===== src/rtl/chan_seq_pkg.sv =====
package chan_seq_pkg;

  typedef enum logic {
    LOAD_UP   = 1'b0,
    LOAD_DOWN = 1'b1
  } load_dir_e;

  typedef enum logic {
    BUS_SINGLE = 1'b0,
    BUS_DUAL   = 1'b1
  } bus_mode_e;

endpackage


===== src/rtl/csl_reset_sync.sv =====
module csl_reset_sync (
  input  logic clk,
  input  logic rst_in_n,
  output logic rst_out_n
);

  logic [1:0] sync_q;

  always_ff @(posedge clk or negedge rst_in_n) begin
    if (!rst_in_n) begin
      sync_q <= 2'b00;
    end else begin
      sync_q <= {sync_q[0], 1'b1};
    end
  end

  assign rst_out_n = sync_q[1];

endmodule


===== src/rtl/csl_seq_ctrl.sv =====
module csl_seq_ctrl
  import chan_seq_pkg::*;
#(
  parameter int NCH = 12
) (
  input  logic           clk,
  input  logic           rst_n,
  input  logic           rise_tick,
  input  logic           xfer_req,
  input  logic           dual_mode,
  input  logic           dir_dn,
  output logic           start,
  output logic [NCH-1:0] wr_en
);

  localparam int CW = $clog2(NCH + 1);
  typedef logic [CW:0] idx_t;
  localparam logic [CW-1:0] LIMIT = CW'(NCH);

  logic           strobe_q, strobe_nxt;
  logic [CW-1:0]  cnt_q, cnt_nxt;
  bus_mode_e      mode_q, mode_nxt, mode_eff;
  load_dir_e      dir_q, dir_nxt, dir_eff;
  idx_t           k_ext, k_pair, step;
  logic           load_ok;

  // next-state logic
  always_comb begin
    start    = rise_tick & strobe_q;
    mode_eff = start ? bus_mode_e'(dual_mode) : mode_q;
    dir_eff  = start ? load_dir_e'(dir_dn) : dir_q;
    k_ext    = start ? '0 : {1'b0, cnt_q};
    k_pair   = k_ext + idx_t'(1);
    step     = (mode_eff == BUS_DUAL) ? idx_t'(2) : idx_t'(1);
    load_ok  = start |
               ((cnt_q < LIMIT) & (rise_tick | (mode_eff == BUS_SINGLE)));

    strobe_nxt = rise_tick ? xfer_req : strobe_q;
    cnt_nxt    = load_ok ? CW'(k_ext + step) : cnt_q;
    mode_nxt   = mode_eff;
    dir_nxt    = dir_eff;
  end

  // per-channel write decode
  for (genvar c = 0; c < NCH; c++) begin : g_dec
    localparam idx_t POS_UP = idx_t'(c);
    localparam idx_t POS_DN = idx_t'(NCH - 1 - c);
    idx_t pos_c;
    assign pos_c    = (dir_eff == LOAD_DOWN) ? POS_DN : POS_UP;
    assign wr_en[c] = load_ok &
                      ((pos_c == k_ext) |
                       ((mode_eff == BUS_DUAL) & (pos_c == k_pair)));
  end

  // registers
  always_ff @(posedge clk or negedge rst_n) begin
    if (!rst_n) begin
      strobe_q <= 1'b0;
      cnt_q    <= LIMIT;
      mode_q   <= BUS_SINGLE;
      dir_q    <= LOAD_UP;
    end else begin
      strobe_q <= strobe_nxt;
      cnt_q    <= cnt_nxt;
      mode_q   <= mode_nxt;
      dir_q    <= dir_nxt;
    end
  end


  cnt_bound_chk: assert property (@(posedge clk) disable iff (!rst_n)
    cnt_q <= LIMIT);


  dual_fall_quiet_chk: assert property (@(posedge clk) disable iff (!rst_n)
    (!rise_tick && mode_q == BUS_DUAL) |-> (wr_en == '0));


  phase_alt_chk: assert property (@(posedge clk) disable iff (!rst_n)
    rise_tick |=> !rise_tick);


  wr_width_chk: assert property (@(posedge clk) disable iff (!rst_n)
    $countones(wr_en) <= 2);

endmodule


===== src/rtl/csl_hold_bank.sv =====
module csl_hold_bank #(
  parameter int NCH = 12,
  parameter int W   = 12
) (
  input  logic                  clk,
  input  logic                  rst_n,
  input  logic [NCH-1:0]        wr_en,
  input  logic [W-1:0]          bus_a,
  input  logic [W-1:0]          bus_b,
  output logic [NCH-1:0][W-1:0] hold_q
);

  logic [NCH-1:0][W-1:0] hold_nxt;

  always_comb begin
    hold_nxt = hold_q;
    for (int c = 0; c < NCH; c++) begin
      if (wr_en[c]) begin
        hold_nxt[c] = (c % 2 == 0) ? bus_a : bus_b;
      end
    end
  end

  always_ff @(posedge clk or negedge rst_n) begin
    if (!rst_n) begin
      hold_q <= '0;
    end else begin
      hold_q <= hold_nxt;
    end
  end

  for (genvar c = 0; c < NCH; c++) begin : g_chk

    hold_stable_chk: assert property (@(posedge clk) disable iff (!rst_n)
      !wr_en[c] |=> $stable(hold_q[c]));
  end

endmodule


===== src/rtl/csl_out_bank.sv =====
module csl_out_bank #(
  parameter int NCH = 12,
  parameter int W   = 12
) (
  input  logic                  clk,
  input  logic                  rst_n,
  input  logic                  start,
  input  logic [NCH-1:0][W-1:0] hold_in,
  output logic [NCH-1:0][W-1:0] out_q
);

  logic [NCH-1:0][W-1:0] out_nxt;

  always_comb begin
    out_nxt = start ? hold_in : out_q;
  end

  always_ff @(posedge clk or negedge rst_n) begin
    if (!rst_n) begin
      out_q <= '0;
    end else begin
      out_q <= out_nxt;
    end
  end


  out_hold_chk: assert property (@(posedge clk) disable iff (!rst_n)
    !start |=> $stable(out_q));


  out_take_chk: assert property (@(posedge clk) disable iff (!rst_n)
    start |=> (out_q == $past(hold_in)));

endmodule


===== src/rtl/chan_seq_loader.sv =====
module chan_seq_loader
  import chan_seq_pkg::*;
#(
  parameter int NCH = 12,
  parameter int W   = 12
) (
  input  logic               clk2x,
  input  logic               rst_n,
  input  logic               rise_tick,
  input  logic               xfer_req,
  input  logic               dual_mode,
  input  logic               dir_dn,
  input  logic [W-1:0]       bus_a,
  input  logic [W-1:0]       bus_b,
  output logic [NCH*W-1:0]   out_words
);

  logic                  rst_sync_n;
  logic                  start;
  logic [NCH-1:0]        wr_en;
  logic [NCH-1:0][W-1:0] hold_q;
  logic [NCH-1:0][W-1:0] out_q;

  csl_reset_sync u_rst (
    .clk       (clk2x),
    .rst_in_n  (rst_n),
    .rst_out_n (rst_sync_n)
  );

  csl_seq_ctrl #(.NCH(NCH)) u_ctrl (
    .clk       (clk2x),
    .rst_n     (rst_sync_n),
    .rise_tick (rise_tick),
    .xfer_req  (xfer_req),
    .dual_mode (dual_mode),
    .dir_dn    (dir_dn),
    .start     (start),
    .wr_en     (wr_en)
  );

  csl_hold_bank #(.NCH(NCH), .W(W)) u_hold (
    .clk    (clk2x),
    .rst_n  (rst_sync_n),
    .wr_en  (wr_en),
    .bus_a  (bus_a),
    .bus_b  (bus_b),
    .hold_q (hold_q)
  );

  csl_out_bank #(.NCH(NCH), .W(W)) u_out (
    .clk     (clk2x),
    .rst_n   (rst_sync_n),
    .start   (start),
    .hold_in (hold_q),
    .out_q   (out_q)
  );

  assign out_words = out_q;


  reset_zero_chk: assert property (@(posedge clk2x)
    !rst_sync_n |=> (out_words == '0));

endmodule


===== config.mk =====
export PLATFORM = sky130hd
export DESIGN_NAME = chan_seq_loader
export DESIGN_NICKNAME = d
export VERILOG_FILES = /design/src/rtl/chan_seq_pkg.sv /design/src/rtl/csl_reset_sync.sv /design/src/rtl/csl_seq_ctrl.sv /design/src/rtl/csl_hold_bank.sv /design/src/rtl/csl_out_bank.sv /design/src/rtl/chan_seq_loader.sv
export SDC_FILE = /design/constraint.sdc
export NUM_CORES = 1
export LEC_CHECK = 0
export ABC_AREA = 1
export BUFFER_PORTS_ARGS = -buffer_cell sky130_fd_sc_hd__buf_4
export CAP_MARGIN = 20
export CORE_ASPECT_RATIO = 0.9
export CORE_MARGIN = 2
export CORE_UTILIZATION = 35
export DETAILED_ROUTE_END_ITERATION = 10
export PLACE_DENSITY = 0.64
export SLEW_MARGIN = 5
export SYNTH_ARGS = -nofsm -noshare
export SYNTH_HDL_FRONTEND = slang
export SYNTH_SLANG_ARGS = --single-unit

===== constraint.sdc =====
create_clock -name clk2x -period 8.9 [get_ports clk2x]
set_input_delay 0.445 -clock clk2x [delete_from_list [all_inputs] [get_ports clk2x]]
set_output_delay 0.445 -clock clk2x [all_outputs]
set_load 0.02 [all_outputs]

==> impl_results.md <==
- Worst-margin pin slew: 1.13 ns
- GP Congestion: 0.886
- DPL Wire Length: 22,000 µm
- Initial antenna violation count: 0
- Arrival @ worst endpoint: 4.00 ns
- N_diodes: 0
- Worst r2r path cells: 12
- DRC marker count from the first detailed-route iteration: 833
- Unrepaired setup endpoints after global routing: false
- Reg2reg end: u_hold.hold_q[89]
- Ports: 174
- Layout cell share with drive strength beyond 1: 17.1%
- Row Count: 64
- HP Class: in -> reg
- Setup CP Type: reg -> reg
- DR WL/cell: 17.3 µm
- Die ar.: 35,700 µm²
- CTS tree: done
- # DRC: 0
- DP Worst Slack: 5.05 ns
- Setup_tns: 0 ns
- Maximum vdd ir drop: 0.000165 V
- Critical Path RT: 9.34 ns
- Max Clk Rate: 0.281 GHz
- Fin area: 14,600 µm²
- Cells after synthesis: 1,368
- Worst Setup SP: u_ctrl.strobe_q
- Crit path to: u_hold.hold_q[89]
- # nets final: 1,543
- Net count after synthesis: 1,402
- Largest net degree at the start of global routing: 163
- Post-Synthesis Cell Area: 12,000 µm²
- Max_slew headroom: 24.7%
- Global route total overflow: 0
- Synth Register Bits: 297
- Final Slew Violations: 0
- Final core utilization: 43.0%
- Final Hold Viols: 0
- Max_cap viols: 0
- CTS buffer count: 31
- Input/output buffers: 173
- Status: completed
- Final total power: 5.40 mW
- Unique masters post-synth: 28
- Crit. End Element: register
- Ys Warns: 0
- Post-CTS Repair Setup Buffers: 0
- Syn-to-layout area delta: 21.5%
- # placed instances: 1,935
- Via density: 4.74
- Synthesized area per cell: 8.76 µm²
- Hold_buf cts: 1
- DRT antenna net count: 0
- Clock skew: 0.00975 ns
- Chip Height: 180 µm
- Leakage power: 8.06 nW
- Insertion delay to the later sink of the worst-skew pair: 0.56 ns
- Worst setup margin: 5.34 ns
- Initial core utilization: 35.4%
- Worst hold slack: 0.127 ns
- Global Route Usage Sum: 19.5%
- Die Wd: 199 µm
- Core box area: 33,900 µm²
- Setup slack, reg-to-reg: 5.34 ns
- First-pass GRT wire length: 54,000 µm
- Vias: 9,427
- Setup crit start kind: register
- Reg2reg start: u_ctrl.strobe_q
- CTS resizes: 0
- Routed WL: 34,400 µm
- H-tree Lvls: 1
- Longest Clk Path Bufs: 3
- Vias in the first global route: 9,231
- Reg clk slew, reported paths: 0.06 ns
- Power Density: 371 nW/µm²
- Root buffer cell: clkbuf_16
- Filler cells: 3,367
- Sink Count: 297
- Max FO, Critical Path: 91
- First-pass DRT Iterations: 5
- Area post-placement: 13,500 µm²
- Tcrit/Tclk final: 40.1%
- Minimum clock period after layout: 3.56 ns
- Fin cells: 1,990
- # setup viols final: 0
- Seq/Total Area, Yosys: 62.1%
[worst max-delay path: stages, from the launching register on]
cell     delay, ns
dfrtp_1       0.43
nand2_4       0.49
inv_4         0.34
buf_4         0.32
buf_16        0.23
nor2_1        0.16
nand2_1       0.06
nand2_1       0.10
nand2_1       0.10
o21ai_2       0.56
nand2_2       0.33
nand2_1       0.14
nand2_1       0.05
[logic make-up after synthesis]
family                   share of synthesized area, %
other                                          0.0313
AO/OA/AOI/OAI                                   0.512
multiplexers                                    0.282
adder cells (fa/ha/maj)                         0.480
buffers and inverters                            3.88
flip-flops                                       62.1
XOR/XNOR                                        0.449
AND/OR/NAND/NOR                                  32.3
[synthesized netlist by cell type (all sizes together)]
| master | n | share of area (%) |
|---|---|---|
| nor2 | 9 | 0.41 |
| mux2 | 3 | 0.28 |
| xor2 | 4 | 0.45 |
| buf | 47 | 2.5 |
| and2 | 1 | 0.052 |
| a21oi | 2 | 0.11 |
| nand3 | 161 | 6.7 |
| ha | 3 | 0.31 |
| o31ai | 1 | 0.063 |
| clkbuf | 27 | 0.85 |
| fa | 1 | 0.17 |
| inv | 16 | 0.50 |
| nand4 | 1 | 0.052 |
| dfrtp | 295 | 62 |
| dfstp | 2 | 0.44 |
| o21ai | 5 | 0.33 |
| conb | 1 | 0.031 |
| nand2 | 789 | 25 |
[power breakdown]
part           internal [mW]  total, mW  switching, mW  leakage [nW]
logic                  0.676       1.87           1.19          3.78
registers               1.92       2.27          0.351          3.80
clock network          0.732       1.25          0.520         0.481
total                   3.33       5.40           2.07          8.06
[flip-flops by register name, indices dropped and copies added (netlist names)]
name,count
u_out.out_q,144
u_ctrl.cnt_q,4
u_ctrl.mode_q,1
u_ctrl.strobe_q,1
u_hold.hold_q,144
u_rst.sync_q,2
u_ctrl.dir_q,1
[layer usage]
metal / vias up / track usage, % / wire length, µm
li1: 4540 / - / -
met1: 4586 / 28.5 / 15900
met2: 254 / 29.1 / 15300
met3: 47 / 4.26 / 2280
met4: 0 / 5.16 / 876
met5: - / 0 / 0
[worst min-delay path by stage]
| stage | startpoint | end | depth (start not counted) |
|---|---|---|---|
| floorplan | rst_n | u_rst.sync_q[0] | 0 |
| CTS | xfer_req | u_ctrl.strobe_q | 2 |
| global placement | rst_n | u_rst.sync_q[0] | 1 |
| finish | xfer_req | u_ctrl.strobe_q | 2 |
| detailed placement | rst_n | u_rst.sync_q[0] | 1 |
| global route | xfer_req | u_ctrl.strobe_q | 2 |
[placed cells by master (no fill, tap or decap), types with 2 or more instances in the layout]
cell	count
buf_16	2
buf_4	178
bufinv_16	2
clkbuf_1	6
clkbuf_16	31
clkbuf_8	5
clkinv_2	6
dfrtp_1	294
dfstp_2	2
ha_1	3
inv_1	15
mux2_2	3
nand2_1	772
nand2_2	16
nand3_1	161
nor2_1	5
nor2_2	3
o21ai_2	4
xor2_1	3
[cell type report]
| cell class | count | area (µm²) | share of cell area [%] |
|---|---|---|---|
| multi-input cells | 981 | 4090 | 28.1 |
| clock inverters | 10 | 106 | 0.730 |
| well taps | 462 | 578 | 3.97 |
| clock buffers | 42 | 867 | 5.96 |
| inverters | 16 | 62.6 | 0.430 |
| repair buffers | 182 | 1420 | 9.76 |
| flip-flops and latches | 297 | 7440 | 51.1 |
Note: power is estimated with default switching activity, not from simulation.
